$ cat src/rtl/flush_pkg.sv
package flush_pkg;

    typedef enum logic [1:0] {
        ST_IDLE  = 2'd0,
        ST_SHIFT = 2'd1,
        ST_TAIL  = 2'd2
    } flush_state_e;

endpackage

$ cat src/rtl/flush_seq.sv
module flush_seq
    import flush_pkg::*;
#(
    parameter int DIV_W = 16,
    parameter int LEN_W = 16
) (
    input  logic             clk,
    input  logic             rst_n,
    input  logic             start_i,
    input  logic [DIV_W-1:0] half_i,
    input  logic [LEN_W-1:0] len_i,
    output logic             sclk_o,
    output logic             busy_o,
    output logic             done_o,
    output logic             sample_o,
    output logic             last_o,
    output logic             clear_o
);

    typedef struct packed {
        flush_state_e     state;
        logic [DIV_W-1:0] half;
        logic [DIV_W-1:0] cnt;
        logic [LEN_W-1:0] left;
        logic             sclk;
        logic             done;
    } seq_t;

    seq_t q, d;
    logic toggle;

    always_comb begin
        d        = q;
        sample_o = 1'b0;
        last_o   = 1'b0;
        clear_o  = 1'b0;
        toggle   = (q.cnt == (q.half - DIV_W'(1)));
        case (q.state)
            ST_IDLE: begin
                if (start_i) begin
                    clear_o = 1'b1;
                    d.done  = 1'b0;
                    if (len_i == '0) begin
                        d.done = 1'b1;
                    end else begin
                        d.state = ST_SHIFT;
                        d.half  = (half_i == '0) ? DIV_W'(1) : half_i;
                        d.left  = len_i;
                        d.cnt   = '0;
                        d.sclk  = 1'b0;
                    end
                end
            end
            ST_SHIFT: begin
                if (toggle) begin
                    d.cnt  = '0;
                    d.sclk = ~q.sclk;
                    if (!q.sclk) begin
                        sample_o = 1'b1;
                        d.left   = q.left - LEN_W'(1);
                        if (q.left == LEN_W'(1)) begin
                            last_o  = 1'b1;
                            d.state = ST_TAIL;
                        end
                    end
                end else begin
                    d.cnt = q.cnt + DIV_W'(1);
                end
            end
            ST_TAIL: begin
                if (toggle) begin
                    d.cnt   = '0;
                    d.sclk  = 1'b0;
                    d.state = ST_IDLE;
                    d.done  = 1'b1;
                end else begin
                    d.cnt = q.cnt + DIV_W'(1);
                end
            end
            default: d.state = ST_IDLE;
        endcase
    end

    always_ff @(posedge clk or negedge rst_n) begin
        if (!rst_n) begin
            q.state <= ST_IDLE;
            q.half  <= DIV_W'(1);
            q.cnt   <= '0;
            q.left  <= '0;
            q.sclk  <= 1'b0;
            q.done  <= 1'b0;
        end else begin
            q <= d;
        end
    end

    assign sclk_o = q.sclk;
    assign busy_o = (q.state != ST_IDLE);
    assign done_o = q.done;


    sclk_idle_low_chk: assert property (@(posedge clk) disable iff (!rst_n)
        !busy_o |-> !sclk_o);


    done_not_busy_chk: assert property (@(posedge clk) disable iff (!rst_n)
        done_o |-> !busy_o);


    start_busy_ignored_chk: assert property (@(posedge clk) disable iff (!rst_n)
        (busy_o && start_i && q.state == ST_SHIFT && !sample_o) |=> (q.left == $past(q.left)));


    sample_on_rise_chk: assert property (@(posedge clk) disable iff (!rst_n)
        sample_o |=> $rose(sclk_o));

endmodule

$ cat src/rtl/chain_deser.sv
module chain_deser #(
    parameter int WORD_W = 16
) (
    input  logic              clk,
    input  logic              rst_n,
    input  logic              clear_i,
    input  logic              sample_i,
    input  logic              last_i,
    input  logic              sdata_i,
    input  logic              full_i,
    output logic              wr_o,
    output logic [WORD_W-1:0] wdata_o,
    output logic              ovf_o
);

    localparam int NB_W = $clog2(WORD_W);
    localparam logic [NB_W-1:0] LAST_IDX = NB_W'(WORD_W - 1);

    typedef struct packed {
        logic [WORD_W-1:0] sh;
        logic [NB_W-1:0]   nb;
        logic              ovf;
    } des_t;

    des_t q, d;
    logic [WORD_W-1:0] nxt;
    logic              push;

    always_comb begin
        d       = q;
        push    = 1'b0;
        wr_o    = 1'b0;
        wdata_o = '0;
        nxt     = {q.sh[WORD_W-2:0], sdata_i};
        if (clear_i) begin
            d.ovf = 1'b0;
            d.nb  = '0;
            d.sh  = '0;
        end
        if (sample_i) begin
            if (q.nb == LAST_IDX || last_i) begin
                push    = 1'b1;
                wdata_o = nxt << (LAST_IDX - q.nb);
                d.nb    = '0;
                d.sh    = '0;
            end else begin
                d.sh = nxt;
                d.nb = q.nb + NB_W'(1);
            end
        end
        if (push) begin
            if (full_i) begin
                d.ovf = 1'b1;
            end else begin
                wr_o = 1'b1;
            end
        end
    end

    always_ff @(posedge clk or negedge rst_n) begin
        if (!rst_n) begin
            q <= '0;
        end else begin
            q <= d;
        end
    end

    assign ovf_o = q.ovf;


    ovf_sticky_chk: assert property (@(posedge clk) disable iff (!rst_n)
        (ovf_o && !clear_i) |=> ovf_o);

endmodule

$ cat src/rtl/word_fifo.sv
module word_fifo #(
    parameter int W     = 16,
    parameter int DEPTH = 16
) (
    input  logic                       clk,
    input  logic                       rst_n,
    input  logic                       wr_i,
    input  logic [W-1:0]               wdata_i,
    input  logic                       rd_i,
    output logic [W-1:0]               rdata_o,
    output logic                       empty_o,
    output logic                       full_o,
    output logic [$clog2(DEPTH+1)-1:0] count_o
);

    localparam int AW = (DEPTH > 1) ? $clog2(DEPTH) : 1;
    localparam int CW = $clog2(DEPTH + 1);
    localparam logic [AW-1:0] TOP = AW'(DEPTH - 1);

    typedef struct packed {
        logic [AW-1:0] wp;
        logic [AW-1:0] rp;
        logic [CW-1:0] cnt;
    } ptr_t;

    ptr_t q, d;
    logic [W-1:0] mem [DEPTH];
    logic do_wr, do_rd;

    always_comb begin
        d     = q;
        do_wr = wr_i && !full_o;
        do_rd = rd_i && !empty_o;
        if (do_wr) d.wp = (q.wp == TOP) ? '0 : q.wp + AW'(1);
        if (do_rd) d.rp = (q.rp == TOP) ? '0 : q.rp + AW'(1);
        if (do_wr && !do_rd) d.cnt = q.cnt + CW'(1);
        else if (do_rd && !do_wr) d.cnt = q.cnt - CW'(1);
    end

    always_ff @(posedge clk or negedge rst_n) begin
        if (!rst_n) begin
            q <= '0;
        end else begin
            q <= d;
        end
    end

    always_ff @(posedge clk) begin
        if (do_wr) mem[q.wp] <= wdata_i;
    end

    assign rdata_o = mem[q.rp];
    assign empty_o = (q.cnt == '0);
    assign full_o  = (q.cnt == CW'(DEPTH));
    assign count_o = q.cnt;


    fifo_no_write_full_chk: assert property (@(posedge clk) disable iff (!rst_n)
        wr_i |-> !full_o);


    fifo_count_bound_chk: assert property (@(posedge clk) disable iff (!rst_n)
        count_o <= CW'(DEPTH));


    fifo_pop_chk: assert property (@(posedge clk) disable iff (!rst_n)
        (rd_i && !empty_o && !wr_i) |=> (count_o == $past(count_o) - CW'(1)));


    fifo_empty_read_chk: assert property (@(posedge clk) disable iff (!rst_n)
        (rd_i && empty_o && !wr_i) |=> empty_o);

endmodule

$ cat src/rtl/evt_chain_flush.sv
module evt_chain_flush #(
    parameter int NUM_CHAINS = 2,
    parameter int WORD_W     = 16,
    parameter int DEPTH      = 16,
    parameter int DIV_W      = 16,
    parameter int LEN_W      = 16,
    parameter int CW         = $clog2(DEPTH + 1)
) (
    input  logic                         clk,
    input  logic                         rst_n,
    input  logic                         start_i,
    input  logic [DIV_W-1:0]             half_period_i,
    input  logic [LEN_W-1:0]             len_bits_i,
    input  logic [NUM_CHAINS-1:0]        sdata_i,
    input  logic [NUM_CHAINS-1:0]        rd_en_i,
    output logic                         sclk_o,
    output logic                         shift_en_o,
    output logic                         busy_o,
    output logic                         done_o,
    output logic [NUM_CHAINS*WORD_W-1:0] rd_data_o,
    output logic [NUM_CHAINS-1:0]        empty_o,
    output logic [NUM_CHAINS*CW-1:0]     count_o,
    output logic [NUM_CHAINS-1:0]        overflow_o
);

    logic sample, last, clear;

    flush_seq #(.DIV_W(DIV_W), .LEN_W(LEN_W)) u_seq (
        .clk      (clk),
        .rst_n    (rst_n),
        .start_i  (start_i),
        .half_i   (half_period_i),
        .len_i    (len_bits_i),
        .sclk_o   (sclk_o),
        .busy_o   (busy_o),
        .done_o   (done_o),
        .sample_o (sample),
        .last_o   (last),
        .clear_o  (clear)
    );

    assign shift_en_o = busy_o;

    for (genvar g = 0; g < NUM_CHAINS; g++) begin : g_chain
        logic              wr, full;
        logic [WORD_W-1:0] wdata;

        chain_deser #(.WORD_W(WORD_W)) u_des (
            .clk      (clk),
            .rst_n    (rst_n),
            .clear_i  (clear),
            .sample_i (sample),
            .last_i   (last),
            .sdata_i  (sdata_i[g]),
            .full_i   (full),
            .wr_o     (wr),
            .wdata_o  (wdata),
            .ovf_o    (overflow_o[g])
        );

        word_fifo #(.W(WORD_W), .DEPTH(DEPTH)) u_fifo (
            .clk     (clk),
            .rst_n   (rst_n),
            .wr_i    (wr),
            .wdata_i (wdata),
            .rd_i    (rd_en_i[g]),
            .rdata_o (rd_data_o[g*WORD_W +: WORD_W]),
            .empty_o (empty_o[g]),
            .full_o  (full),
            .count_o (count_o[g*CW +: CW])
        );
    end

endmodule

$ cat config.mk
export PLATFORM = sky130hd
export DESIGN_NAME = evt_chain_flush
export DESIGN_NICKNAME = d
export VERILOG_FILES = /design/src/rtl/flush_pkg.sv /design/src/rtl/flush_seq.sv /design/src/rtl/chain_deser.sv /design/src/rtl/word_fifo.sv /design/src/rtl/evt_chain_flush.sv
export SDC_FILE = /design/constraint.sdc
export NUM_CORES = 1
export LEC_CHECK = 0
export BUFFER_PORTS_ARGS = -buffer_cell sky130_fd_sc_hd__buf_2
export CORE_AREA = 2 2 320 227
export CTS_CLUSTER_SIZE = 40
export DETAILED_ROUTE_END_ITERATION = 7
export DIE_AREA = 0 0 322 229
export PLACE_DENSITY_LB_ADDON = 0.2
export SLEW_MARGIN = 20
export SYNTH_ARGS = -nofsm -noshare
export SYNTH_HDL_FRONTEND = slang
export SYNTH_HIERARCHICAL = 1
export SYNTH_SLANG_ARGS = --single-unit
$ cat constraint.sdc
create_clock -name clk -period 14.32 [get_ports clk]
set_input_delay 0.716 -clock clk [delete_from_list [all_inputs] [get_ports clk]]
set_output_delay 0.716 -clock clk [all_outputs]
set_load 0.02 [all_outputs]
==> Word-level counts from Yosys, hierarchy flattened <==
Memory sizes are Yosys's and may differ from the RTL's.
Cells that the tools add are included.
{ "totals": {"regBits": 118, "elab_cells": 155, "out_inout_bits": 50, "memories": 2, "ram_bits": 512} }
{ "classes": {"shifts": 2, "reduce_logical": 38, "muxes": 60, "bitwise": 2, "add_sub_neg": 15, "n_eq_ne": 18} }
{ "memory_table": {"columns": ["memory", "depth", "width", "rd", "rd_ports_with_merged_regs", "wr", "line_no", "text"], "rows": [
  ["g_chain[0].u_fifo.mem", 16, 16, 1, 0, 1, "word_fifo.sv:27", "logic [W-1:0] mem [DEPTH];"],
  ["g_chain[1].u_fifo.mem", 16, 16, 1, 0, 1, "word_fifo.sv:27", null]
]} }
{ "op_table": {"columns": ["op", "count"], "rows": [
  ["$mux 16", 7],
  ["$mux 19", 4],
  ["$pmux 16 s2", 2],
  ["$mux 52", 1],
  ["$mux 51", 1],
  ["$mux 20", 2],
  ["$logic_not 16->1", 2],
  ["$shl 16x4->16", 2],
  ["$sub 16x1->16 const B", 2],
  ["$mux 1", 26],
  ["$add 4x1->4 const B", 6],
  ["$eq 4x4->1 const B", 6],
  ["$mux 5", 4],
  ["$mux 17", 1],
  ["$add 16x1->16 const B", 1],
  ["$eq 16x1->1 const B", 1],
  ["$eq 16x16->1", 1],
  ["$mux 4", 4],
  ["$reduce_bool 2->1", 7],
  ["$add 5x1->5 const B", 2],
  ["$eq 5x5->1 const B", 2],
  ["$logic_not 5->1", 2],
  ["$mux 2", 5],
  ["$reduce_and 5->1", 2],
  ["other kinds (18)", 42]
]} }

==> Longest topological paths before layout <==
Gate-level depths: netlist of run 1.
{ "depth": {"ltp_word": 14, "ltp_mapped": 21} }

==> Cells and area by module <==
Netlist of run 1, hierarchy kept.
{ "by_module_without_submodules": {"columns": ["mod", "instances", "cells_each", "area_per_inst_um2"], "rows": [
  ["word_fifo at g_chain[0].u_fifo", 1, 553, 10891.7],
  ["word_fifo at g_chain[1].u_fifo", 1, 570, 10711.5],
  ["flush_seq", 1, 406, 3532.1],
  ["chain_deser", 2, 125, 1495.2],
  ["evt_chain_flush", 1, 1, 7.5]
]} }

==> Worst setup path before layout of run 1 <==
No wires, ideal clock.
{ "synth_path": {"path_kind": "register -> register", "startpoint": "reg u_seq/q[35] in the netlist's numbering", "endpoint": "mem g_chain[0].u_fifo.mem[0][0], enable pin", "period_less_slack_ns": 5.682, "slack_ns": 8.638, "required_ns": 13.911, "stages_incl_launch_ff": 17, "arrival_ns": 5.273, "path_cell_list": "dfrtp_1 inv_1 ha_1 nor4b_1 nand4_1 xnor2_1 or2_2 nor4b_1 nand2_1 nor4_1 a31oi_1 nand2b_1 nor2_1 nor2b_1 buf_2 nand2_1 nor3_1"} }
{ "synth_via": {"elab_chain_len": 11} }
{ "synth_rtl": {"columns": ["element", "line_no", "text"], "rows": [
  ["from (decl)", "flush_seq.sv:29", "seq_t q, d;"],
  ["$sub 16x1->16", "flush_seq.sv:37", "toggle = (q.cnt == (q.half - DIV_W'(1)));"],
  ["$eq 16x16->1", "flush_seq.sv:37", null],
  ["$mux 1", "flush_seq.sv:55", "if (toggle) begin"],
  ["$mux 1", "flush_seq.sv:38", "case (q.state)"],
  ["named net last", "evt_chain_flush.sv:26", "logic sample, last, clear;"],
  ["$logic_or 1x1->1", "chain_deser.sv:41", "if (q.nb == LAST_IDX || last_i) begin"],
  ["$mux 1", "chain_deser.sv:41", null],
  ["$mux 1", "chain_deser.sv:40", "if (sample_i) begin"],
  ["$mux 1", "chain_deser.sv:51", "if (push) begin"],
  ["named net g_chain[0].wr", "evt_chain_flush.sv:45", "logic wr, full;"],
  ["$logic_and 1x1->1", "word_fifo.sv:32", "do_wr = wr_i && !full_o;"],
  ["named net g_chain[0].u_fifo.do_wr", "word_fifo.sv:28", "logic do_wr, do_rd;"],
  ["$mux 1", "word_fifo.sv:49", "if (do_wr) mem[q.wp] <= wdata_i;"],
  ["$mux 1 (not written as such)", "word_fifo.sv:49", null],
  ["to (decl)", "word_fifo.sv:27", null]
]} }
The timed path passes the listed nets, and every way through them passes these cells.

==> Worst setup path after layout of run 1 <==
{ "layout_path": {"startpoint": "reg u_seq/q[35] in the netlist's numbering", "endpoint": "mem g_chain[0].u_fifo.mem[4][2], enable pin"} }
{ "layout_via": {"elab_chain_len": 11} }
{ "layout_rtl": {"columns": ["element", "line_no"], "rows": [
  ["$sub 16x1->16", "flush_seq.sv:37"],
  ["$eq 16x16->1", "flush_seq.sv:37"],
  ["$mux 1", "flush_seq.sv:55"],
  ["$mux 1", "flush_seq.sv:38"],
  ["named net last", "evt_chain_flush.sv:26"],
  ["$logic_or 1x1->1", "chain_deser.sv:41"],
  ["$mux 1", "chain_deser.sv:41"],
  ["$mux 1", "chain_deser.sv:40"],
  ["$mux 1", "chain_deser.sv:51"],
  ["named net g_chain[0].wr", "evt_chain_flush.sv:45"],
  ["$logic_and 1x1->1", "word_fifo.sv:32"],
  ["$mux 1", "word_fifo.sv:49"],
  ["$mux 1 (not written as such)", "word_fifo.sv:49"]
]} }
The timed path passes the listed nets, and every way through them passes these cells.

==> metrics.md, run 1 <==
| Metric | Value |
|---|---|
| Status | complete, no violations |
| Endpoints failing setup | 0 |
| Unique masters post-synth | 86 |
| Critical R2R Launch | u_seq/q[35]$_DFFE_PN0P_ |
| Worst-margin pin slew | 1.08 ns |
| DP HPWL | 43,100 um |
| Peak Freq | 164 MHz |
| Unrepaired setup endpoints after global routing | no |
| Hold buffer count at cts | 0 |
| HP Class | in -> async |
| Critical-path maximum fanout | 16 |
| R2R depth | 16 |
| Critical Path RT | roughly 15 ns |
| Post-CTS Resized | 0 |
| Worst r2r dst | g_chain[0].u_fifo/mem[4][2]$_DFFE_PP_ |
| Post-Synthesis Cell Area | 28,100 um^2 |
| Detail Route Antenna Nets | 0 |
| Post-synthesis mux area share | about 14% |
| DRT Wirelength | 66,900 um |
| Crit-path slowest cell | nor2_2 |
| Buffers on Ports | 88 |
| DRC Markers | 0 |
| Leakage | approximately 0.012 uW |
| Power after layout | 3680 uW |
| Gate count of the mapped netlist | 1,780 |
| CTS tree | yes |
| Final Hold Fails | 0 |
| Clock latency on the worst-skew pair | 0.62 ns |
| Vias in the first global route | 16.0k |
| Top-count cell post-synth | edfxtp_1 |
| Pwr per Cell Area | 116 nW/um^2 |
| Syn. warnings | 6 |
| Area leader, netlist | edfxtp_1 |
| Clock Skews | 0.0333 ns |
| Clock Path Buffers | 3 |
| Mapped Nets | 1,850 |
| Critical Path Sink | g_chain[0].u_fifo/mem[4][2]$_DFFE_PP_ |
| Pins Over Slew Limit | 0 |
| Placeable Area | 70,800 um^2 |
| Clock transition at path regs | approximately 0.070 ns |
| Top cell type's share of synthesized area | 54.6% |
| Fin nets | 1,937 |
| Buf+Inv Stages, Crit Path | 2 |
| Max VDD drop | 0.0792 mV |
| Post-Synth Simple-Gate Area | between 6 and 7% |
| CP arrival | 6.30 ns |
| GPL Wtd Cong | 0.825 |
| Layout area overhead | 12.7% |
| GRT Total Usage | between 10% and 20% |
| FF-to-FF setup slack | 8.24 ns |
| Crit. path cell count | 16 |
| Slew headroom | 27.6% |
| DR WL/cell | between 20 and 25 um |
| Post-Synth XOR/XNOR Area | approximately 1.3% |
| Via count | 16.3k |
| Setup TNS | 0 ns |
| Compound-Gate Fraction of Synth Area | 8.21% |
| Initial core utilization | around 40% |
| DRT Pass-1 Iters | 7 |
| Post-synthesis sequential area ratio | 65.2% |
| H-tree levels | 3 |
| # diodes | 0 |
| Largest family of logic cells by synthesized area | multiplexers |
| Ys async rst share | 18.7% |
| Type of the worst setup path | reg -> reg |
| Grt total ovfl | 0 |
| Fin crit period | 6.08 ns |
| Row cnt | 82 |
| Share of cells above drive strength 1 | 23.0% |
| Ports | 89 |
| Worst Setup SP | u_seq/q[35]$_DFFE_PN0P_ |
| Initial DRC Count | ~1.7k |
| CP Launch Type | flip-flop |
| Pin count of the biggest net entering global routing | 68 |
| Maxcap violations | 0 |
| Worst-path cell chain | inv_1, ha_1, nor4b_1, nand4_1, xnor2_1, or2_2, nor4b_1, nand2_1, nor4_2, buf_4, a31oi_1, nand2b_1, nor2_1, nor2b_1, nand2_1, nor2_2 |
| Worst path max stage delay | around 0.85 ns |
| Initial antenna violation count | 6 |
| Crit end category | flip-flop |
| Most used DFF post-synth | edfxtp_1 |
| Fin crit share | 42.5% |
| Die X-Extent | about 320 um |
| Synth cell count leaders | edfxtp_1, dfrtp_1, mux4_2, nand2_1, nor2_1 |
| Area share of fa/ha/maj cells after synthesis | 1.43% |
| FF+latch count, synth | 630 |
| Die ar. | 73,700 um^2 |
| Syn_area_per_cell | ~16 um^2 |
| Post-CTS setup buffers | 0 |
| EDFF count, synth | 512 |
| Number of fill cells in the layout | between 6k and 7k |
| Clock root buffer | clkbuf_16 |
| Crit path max-delay family | simple AND/OR/NAND/NOR gates |
| Synth top area cells | edfxtp_1, dfrtp_1, mux4_2, mux2i_1, mux2_2 |
| Clk sink count | 630 |
| Avg Vias per Cell | 5.74 |
| First-pass GRT wire length | 102,000 um |
| Die height | 229 um |
| Num CTS Buffers | 66 |
[logic make-up (layout without fill, tap and decap cells)]
group                      count (synthesis)  after routing
AOI/OAI and AO/OA                        311            311
xor gates and xnor gates                  43             43
adders and majority gates                 31             31
buffers and inverters                    163            302
DFF                                      630            630
muxes                                    246            246
and+or+nand+nor                          356            356
[sequential cells by signal (all words and copies together), names as in the netlist]
register                cells
u_seq/done_o                1
g_chain.u_fifo/mem        512
g_chain.u_fifo/count_o     10
g_chain.u_des/q             8
u_seq/q                    50
g_chain.u_fifo/q           16
g_chain.u_des/nxt          30
u_seq/sclk_o                1
g_chain.u_des/ovf_o         2
[metal layers]
layer,vias up,global-route usage (%),routed length (um)
li1,7258,-,-
met1,8452,29.4,33000
met2,532,25.4,28300
met3,85,3.24,4490
met4,0,4.26,1150
met5,-,0,0
[placed cells by master (no fill, tap or decap), types with 32 or more instances in the layout]
| cell type | count |
|---|---|
| inv_1 | 51 |
| nor2_1 | 53 |
| mux2_2 | 43 |
| clkbuf_16 | 67 |
| buf_4 | 41 |
| o21ai_0 | 48 |
| mux4_2 | 92 |
| mux2i_1 | 77 |
| a22oi_1 | 38 |
| buf_2 | 87 |
| a22o_1 | 38 |
| nand2_1 | 92 |
| edfxtp_1 | 512 |
| dfrtp_1 | 114 |
| a221oi_1 | 32 |
[per-stage QoR]
stage               hold WS, ns  instance area [um^2]  utilization [%]  std cells  worst slack (ns)
finish                    0.150                 31700             44.8       2843              8.24
CTS                       0.158                 31700             44.8       2843              8.24
detailed placement        0.495                 29500             41.7       2723              8.32
global route              0.192                 31700             44.8       2843              7.61
global placement          0.496                 29500             41.7       2723              8.49
floorplan                 0.420                 28100                -       1780              8.64
[report_power, final]
group,switching [uW],internal (uW)
Clock,728,976
Sequential,0,1960
Combinational,13.5,5.72
Total,742,2940
[area by class of cell]
| cell class | instances | area (um^2) | area share, % |
|---|---|---|---|
| Clock buffer | 91 | 1860 | 5.86 |
| Sequential cell | 630 | 18300 | 57.8 |
| Multi-Input combinational cell | 987 | 9090 | 28.7 |
| Inverter | 53 | 199 | 0.627 |
| Timing Repair Buffer | 129 | 754 | 2.38 |
| Tap cell | 924 | 1160 | 3.65 |
| Clock inverter | 29 | 312 | 0.983 |
[worst min path at each step]
stage / depth (start not counted) / startpoint / slack [ns] / end
after CTS: 1 / rst_n / 0.16 / g_chain[0].u_des/nxt[12]$_DFFE_PN0P_
after floorplan: 0 / rst_n / 0.42 / g_chain[0].u_des/nxt[10]$_DFFE_PN0P_
final: 1 / rst_n / 0.15 / g_chain[0].u_des/nxt[1]$_DFFE_PN0P_
after detailed placement: 1 / g_chain[1].u_des/nxt[15]$_DFFE_PN0P_ / 0.50 / g_chain[1].u_des/nxt[15]$_DFFE_PN0P_
after global routing: 1 / rst_n / 0.19 / g_chain[0].u_des/nxt[4]$_DFFE_PN0P_
after global placement: 1 / g_chain[1].u_des/nxt[15]$_DFFE_PN0P_ / 0.50 / g_chain[1].u_des/nxt[15]$_DFFE_PN0P_
Note: power is estimated with default switching activity, not from simulation.
==> run 2: changes to the inputs <==
==> constraint.sdc (replaced) <==
create_clock -name clk -period 5.2 [get_ports clk]
set_input_delay 0.26 -clock clk [delete_from_list [all_inputs] [get_ports clk]]
set_output_delay 0.26 -clock clk [all_outputs]
set_load 0.02 [all_outputs]
==> metrics.md, run 2 (same netlist as run 1, synthesis figures left out) <==
| Metric | Value |
|---|---|
| Unrepaired setup endpoints after global routing | no |
| Max VDD drop | 0.285 mV (+260%) |
| R2R depth | 18 (+2) |
| Maxcap violations | 0 (unchanged) |
| Grt total ovfl | 0 (unchanged) |
| Worst-path cell chain | or4_1, or3_1, a31o_1, a31oi_2, nor4b_2, nand2_1, nor4_4, a31oi_1, nand2b_4, nor2_1, nor2b_2, ha_1, inv_1, ha_1, a21o_1, a21oi_1, mux2i_1, xnor2_1 |
| Worst Setup SP | u_seq/q[39]$_DFFE_PN0P_ |
| Hold Startpoint | len_bits_i[5] |
| Fin crit period | 4.84 ns (-1.24 ns) |
| Fin nets | 2,006 (+3.6%) |
| Layout area overhead | 15.0% |
| Hold Slack | 0.0672 ns (-0.0827 ns) |
| Via count | 16.4k (+0.41%) |
| CP arrival | 5.39 ns (-0.91 ns) |
| DRT Wirelength | 66,400 um (-0.74%) |
| Crit-path slowest cell | or4_1 |
| Vias in the first global route | 16.1k (+0.61%) |
| CP dominant cell by count | ha_1 |
| Row cnt | 82 (unchanged) |
| Die X-Extent | 322 um (unchanged) |
| Status | complete, no violations |
| Avg Vias per Cell | 5.63 (-2.0%) |
| Pwr per Cell Area | 306 nW/um^2 (+160%) |
| # diodes | 0 (unchanged) |
| Combinational Power Share | 0.7% (+0.2 points) |
| Worst r2r dst | g_chain[1].u_fifo/count_o[4]$_DFFE_PN0P_ |
| Critical Path RT | 5.74 ns (-8.80 ns) |
| Initial antenna violation count | 0 (-6) |
| Clk sink count | 630 (unchanged) |
| Die ar. | 73,700 um^2 (unchanged) |
| Sw Pwr | 1980 uW (+170%) |
| Share of cells above drive strength 1 | 24.3% (+1.3 points) |
| Number of fill cells in the layout | 6,161 (-1.2%) |
| HP Class | in -> reg |
| FF-to-FF setup slack | 0.36 ns (-7.88 ns) |
| Critical R2R Launch | u_seq/q[39]$_DFFE_PN0P_ |
| Clock Skews | 0.0431 ns (+0.00975 ns) |
| Setup TNS | 0 ns (unchanged) |
| Type of the worst setup path | reg -> reg |
| Number of flip-flops in the largest register | 512 (unchanged) |
| Buf+Inv Stages, Crit Path | 1 (-1) |
| Peak Freq | 207 MHz (+26%) |
| Initial DRC Count | 1,483 (-15%) |
| Buffers on Ports | 88 (unchanged) |
| Worst-margin pin slew | 0.968 ns (-0.112 ns) |
| Placeable Area | 70,800 um^2 (unchanged) |
| Clock Path Buffers | 3 (unchanged) |
| Clock latency on the worst-skew pair | 0.66 ns (+0.04 ns) |
| Detail Route Antenna Nets | 0 (unchanged) |
| Clock root buffer | clkbuf_16 |
| Most frequent cells in the layout | edfxtp_1, dfrtp_1, mux4_2, nand2_1, buf_2 |
| GPL Wtd Cong | 0.830 (+0.58%) |
| Power Internal | 7910 uW (+170%) |
| Sw frac | 20.0% (-0.14 points) |
| Worst path max stage delay | 0.51 ns (-0.34 ns) |
| GRT Total Usage | 18.1% (-0.21 points) |
| CP Launch Type | flip-flop |
| CTS tree | yes |
| Most common cell after layout, fill and taps aside | edfxtp_1 |
| Crit end category | flip-flop |
| DR WL/cell | 22.8 um (-3.1%) |
| Crit. path cell count | 18 (+2) |
| Clock transition at path regs | 0.06 ns (about the same) |
| Critical Path Sink | g_chain[1].u_fifo/count_o[4]$_DFFE_PN0P_ |
| DP HPWL | 42,600 um (-1.2%) |
| Pins Over Slew Limit | 0 (unchanged) |
| Sequential power share | 54.5% (+1.3 points) |
| Final Hold Fails | 0 (unchanged) |
| Clock share of power | 44.8% (-1.5 points) |
| Endpoints failing setup | 0 (unchanged) |
| Slew headroom | 35.4% (+7.8 points) |
| Crit path max-delay family | simple AND/OR/NAND/NOR gates |
| Num CTS Buffers | 61 (-7.6%) |
| Fin crit share | 93.1% (+51 points) |
| Most flops, register | g_chain.u_fifo/mem |
| First-pass GRT wire length | 101,000 um (-0.41%) |
| H-tree levels | 2 (-1) |
| Ports | 89 (unchanged) |
| Pin count of the biggest net entering global routing | 73 (+7.4%) |
| Initial core utilization | 39.7% (unchanged) |
| Critical-path maximum fanout | 8 (-8) |
| DRC Markers | 0 (unchanged) |
| DRT Pass-1 Iters | 5 (-2) |
| Leakage | 0.0120 uW (+2.9%) |
| Die height | 229 um (unchanged) |
## run 2: worst min-delay path: cells and delay by family
| kind | cells | cell delay, ns |
|---|---|---|
| simple gates | 1 | 0.05 |
| compound gates | 2 | 0.26 |
| buf+inv | 1 | 0.10 |
## run 2: cell type report
type / instances / area, um^2 / share of cell area [%]
Multi-Input combinational cell: 987 / 9150 / 28.3
Inverter: 53 / 199 / 0.615
Timing Repair Buffer: 203 / 1490 / 4.61
Clock inverter: 36 / 328 / 1.01
Sequential cell: 630 / 18300 / 56.7
Clock buffer: 80 / 1690 / 5.22
Tap cell: 924 / 1160 / 3.57
## run 2: per-stage QoR
| step | setup WS (ns) | utilization [%] | std cells | area (um^2) | total power [uW] |
|---|---|---|---|---|---|
| floorplan | 0.208 | - | 1780 | 28200 | 5500 |
| global placement | 0.0307 | 42.3 | 2764 | 29900 | 5540 |
| detailed placement | -0.0842 | 42.3 | 2764 | 30000 | 5540 |
| CTS | 0.0640 | 45.6 | 2913 | 32300 | 10000 |
| global route | 0.0160 | 45.7 | 2913 | 32400 | 10200 |
| finish | 0.358 | 45.7 | 2913 | 32400 | 9890 |
## run 2: worst min path at each step
stage	to	cells after the start
after floorplan	g_chain[0].u_des/nxt[10]$_DFFE_PN0P_	0
after CTS	u_seq/q[7]$_DFFE_PN0P_	4
after global placement	u_seq/q[14]$_DFFE_PN0P_	1
after detailed placement	u_seq/q[15]$_DFFE_PN0P_	1
after global routing	u_seq/q[7]$_DFFE_PN0P_	4
final	u_seq/q[7]$_DFFE_PN0P_	4
## run 2: per-layer routing
| layer | share of wire [%] | vias to the layer above | GRT usage [%] |
|---|---|---|---|
| met2 | 43 | 506 | 25.8 |
| met3 | 6.0 | 72 | 3.02 |
| li1 | - | 7372 | - |
| met4 | 1.6 | 0 | 3.91 |
| met5 | 0 | - | 0 |
| met1 | 50 | 8444 | 28.7 |
## run 2: power by group through the flow
stage / combinational (uW) / sequential [uW] / clock (uW)
CTS: 71.8 / 5390 / 4550
global route: 78.3 / 5380 / 4760
global placement: 51.6 / 5490 / 0
finish: 70.4 / 5390 / 4430
floorplan: 7.90 / 5490 / 0
detailed placement: 52.8 / 5490 / 0
## run 2: repair_timing
| item | 4_1_cts | 5_1_grt |
|---|---|---|
| resized for setup | 1 | 9 |
| pin swaps | 0 | 2 |
| buffers inserted | 0 | 0 |
| setup endpoints to repair | 2 | 507 |
| hold endpoints to repair | 104 | 0 |
| hold buffers | 33 | 0 |
==> run 3: changes to the inputs <==
--- a/config.mk
+++ b/config.mk
@@ -5,12 +5,15 @@
 export SDC_FILE = /design/constraint.sdc
 export NUM_CORES = 1
 export LEC_CHECK = 0
+export ABC_AREA = 1
 export BUFFER_PORTS_ARGS = -buffer_cell sky130_fd_sc_hd__buf_2
-export CORE_AREA = 2 2 320 227
+export CORE_AREA = 2 2 334 237
 export CTS_CLUSTER_SIZE = 40
 export DETAILED_ROUTE_END_ITERATION = 7
-export DIE_AREA = 0 0 322 229
+export DIE_AREA = 0 0 336 239
+export GPL_TIMING_DRIVEN = 0
 export PLACE_DENSITY_LB_ADDON = 0.2
+export REMOVE_ABC_BUFFERS = 1
 export SLEW_MARGIN = 20
 export SYNTH_ARGS = -nofsm -noshare
 export SYNTH_HDL_FRONTEND = slang
==> metrics.md, run 3 <==
| Metric | Value |
|---|---|
| Status | complete, no violations |
| Top cell type's share of synthesized area | 50.4% (-4.3 points) |
| Clock Path Buffers | 3 (unchanged) |
| Finished Layout Cells | 4,533 (+56%) |
| Pins Over Slew Limit | 0 (unchanged) |
| Clock transition at path regs | 0.06 ns (about the same) |
| FF-to-FF setup slack | 0.58 ns (+0.22 ns) |
| Via count | 21.5k (+31%) |
| Die X-Extent | 336 um (+4.3%) |
| Area leader, netlist | edfxtp_1 |
| Clock share of power | 29.5% (-15 points) |
| HP Class | in -> reg |
| Vias in the first global route | 19.9k (+24%) |
| Num CTS Buffers | 68 (+11%) |
| DRT Pass-1 Iters | 5 (unchanged) |
| Most frequent cells in the layout | nand2_1, edfxtp_1, inv_1, nand3_1, nor2_1 |
| FF+latch count, synth | 630 (unchanged) |
| Crit end category | flip-flop |
| Slew headroom | 26.9% (-8.5 points) |
| GPL Wtd Cong | 0.825 (-0.60%) |
| Sw Pwr | 5970 uW (+200%) |
| Initial core utilization | 39.4% (-0.39 points) |
| Ports | 89 (unchanged) |
| Row cnt | 86 (+4.9%) |
| Unique masters post-synth | 44 (-49%) |
| DP HPWL | 46,100 um (+8.3%) |
| Most flops, register | g_chain.u_fifo/mem |
| Die height | 239 um (+4.4%) |
| Number of flip-flops in the largest register | 512 (unchanged) |
| Top Metal Used | met4 |
| Worst-margin pin slew | 1.10 ns (+0.129 ns) |
| Setup WS post-layout | 0.581 ns (+0.223 ns) |
| Pwr per Cell Area | 458 nW/um^2 (+50%) |
| EDFF count, synth | 512 (unchanged) |
| # placed instances | 4,382 (+59%) |
| Total length of routed met2 wires | 30,300 um (+6.8%) |
| Clk sink count | 630 (unchanged) |
| Layout area overhead | 14.2% |
| Combinational Power Share | 32.7% (+32 points) |
| Fin crit share | 88.8% (-4.3 points) |
| Top-count cell post-synth | nand2_1 |
| First-pass GRT wire length | 116,000 um (+15%) |
| Syn. warnings | 6 (unchanged) |
| Endpoints failing setup | 0 (unchanged) |
| CP Launch Type | flip-flop |
| Syn_area_per_cell | 9.14 um^2 (-42%) |
| Synth cell count leaders | nand2_1, edfxtp_1, inv_1, nand3_1, nor2_1 |
| CP arrival | 4.84 ns (-0.55 ns) |
| Clock root buffer | clkbuf_16 |
| M1 wire length | 38,400 um (+16%) |
| Max VDD drop | 0.246 mV (-14%) |
| Buffers on Ports | 88 (unchanged) |
| Post-place setup slack | 0.315 ns (+0.399 ns) |
| GRT Total Usage | 18.6% (+0.51 points) |
| Type of the worst setup path | reg -> reg |
| Fin nets | 3,497 (+74%) |
| Final Hold Fails | 0 (unchanged) |
| Critical Path RT | 5.42 ns (-0.32 ns) |
| Peak Freq | 217 MHz (+4.8%) |
| Unrepaired setup endpoints after global routing | no |
| Die ar. | 80,300 um^2 (+8.9%) |
| DRT Wirelength | 73,900 um (+11%) |
| Fin crit period | 4.62 ns (-0.223 ns) |
| Final Util | 44.9% (-0.75 points) |
| Gate count of the mapped netlist | 3,340 (+88%) |
| Critical-path maximum fanout | 17 (+9) |
| Share of cells above drive strength 1 | 10.9% (-13 points) |
| Avg Vias per Cell | 4.73 (-16%) |
| CTS tree | yes |
| Most common cell after layout, fill and taps aside | nand2_1 |
| Pin count of the biggest net entering global routing | 71 (-2.7%) |
| Crit path max-delay family | simple AND/OR/NAND/NOR gates |
| Grt total ovfl | 0 (unchanged) |
| Worst path max stage delay | 0.71 ns (+0.20 ns) |
| Most used DFF post-synth | edfxtp_1 |
| Clock Skews | 0.0294 ns (-0.0137 ns) |
| Maxcap violations | 0 (unchanged) |
| H-tree levels | 3 (+1) |
| DR WL/cell | 16.3 um (-29%) |
| Sequential power share | 37.7% (-17 points) |
| Ys async rst share | 18.7% (unchanged) |
| Post-synthesis sequential area ratio | 60.0% (-5.1 points) |
| Sw frac | 37.4% (+17 points) |
| Power Internal | 10,000 uW (+27%) |
| WL met3 | 4020 um (+1.4%) |
| Leakage | 0.0154 uW (+28%) |
| # diodes | 0 (unchanged) |
| Post-Synthesis Cell Area | 30,500 um^2 (+8.5%) |
| Clock latency on the worst-skew pair | 0.61 ns (-0.05 ns) |
| Synth top area cells | edfxtp_1, nand2_1, dfrtp_1, nand3_1, inv_1 |
| Crit-path slowest cell | nor2_4 |
| Initial antenna violation count | 0 (unchanged) |
| Detail Route Antenna Nets | 0 (unchanged) |
| Placeable Area | 77,600 um^2 (+9.6%) |
| Number of fill cells in the layout | 7,364 (+20%) |
| Worst-path cell chain | inv_1, ha_1, inv_1, or2_2, nor3_2, inv_1, nand2_2, nand2_1, nor2_1, nand2_1, inv_1, nand2_1, nor2_4 |
| Buf+Inv Stages, Crit Path | 4 (+3) |
| DRC Markers | 0 (unchanged) |
| CP dominant cell by count | inv_1 |
| Initial DRC Count | 1,637 (+10%) |
==> run 3: cell count changes after synthesis, moves of 43 or more <==
cell,change
nor2_1,+125
mux4_2,-92
nand2_1,+1091
mux2i_1,-77
mux2_2,-43
inv_1,+409
nand3_1,+344
==> run 3: power groups by stage <==
stage / Clock [uW] / Combinational, uW / Sequential [uW]
after floorplan: 0 / 3380 / 6230
after global placement: 0 / 4920 / 6520
after detailed placement: 0 / 5240 / 6130
after CTS: 4850 / 5280 / 6030
after global routing: 5040 / 5870 / 6070
final: 4720 / 5230 / 6030
==> run 3: cell type report <==
class	count	area, um^2	area share [%]
Clock buffer	88	1870	5.36
Clock inverter	32	278	0.797
Inverter	496	1880	5.38
Multi-Input combinational cell	2072	9680	27.8
Sequential cell	630	18300	52.6
Tap cell	1056	1320	3.79
Timing Repair Buffer	159	1500	4.30
==> run 3: repair_timing <==
action,in CTS,in global routing
hold buffers,31,0
gates resized for setup,0,1
setup buffers,0,0
endpoints found under the setup margin,0,79
hold endpoints to repair,115,0
==> run 3: cell families after synthesis <==
logic type | Yosys count | synth area share (%)
simple gates | 1872 | 25.9
fa+ha+maj | 31 | 1.32
xor+xnor | 44 | 1.26
flops | 630 | 60.0
compound gates | 125 | 2.56
buf+inv | 638 | 8.95
==> run 3: worst min-delay path, cell delays in order <==
cell,delay [ns]
buf_2,0.09
a32o_1,0.11
inv_1,0.04
o21ai_2,0.11
==> run 3: worst paths after layout <==
kind | from | endpoint | cells after the start
worst max-delay path | u_seq/q[51]$_DFFE_PN0P_ | g_chain[1].u_fifo/mem[14][10]$_DFFE_PP_ | 13
worst min-delay path | len_bits_i[2] | u_seq/q[4]$_DFFE_PN0P_ | 4
worst max register to register | u_seq/q[51]$_DFFE_PN0P_ | g_chain[1].u_fifo/mem[14][10]$_DFFE_PP_ | 13
worst min register to register | u_seq/q[49]$_DFFE_PN0P_ | u_seq/q[49]$_DFFE_PN0P_ | 2
max in group asynchronous | rst_n | g_chain[0].u_des/q[4]$_DFFE_PN0P_ | 3
min in group asynchronous | rst_n | u_seq/q[31]$_DFFE_PN0P_ | 2
==> run 3: metrics by stage <==
| stage | TNS [ns] | area (um^2) | power, uW | hold slack (ns) |
|---|---|---|---|---|
| 2_1_floorplan | 0 | 29700 | 9610 | -0.0356 |
| 6_report | 0 | 34900 | 16000 | 0.0549 |
| 3_5_place_dp | 0 | 32400 | 11400 | 0.211 |
| 5_1_grt | 0 | 34900 | 17000 | 0.0427 |
| 4_1_cts | 0 | 34900 | 16200 | 0.0127 |
| 3_3_place_gp | -395.07 | 31400 | 11400 | 0.475 |
==> run 3: layer usage <==
metal | up-vias | GRT usage [%]
li1 | 10900 | -
met1 | 10000 | 29.2
met4 | 0 | 4.27
met2 | 487 | 26.7
met3 | 92 | 2.82
met5 | - | 0
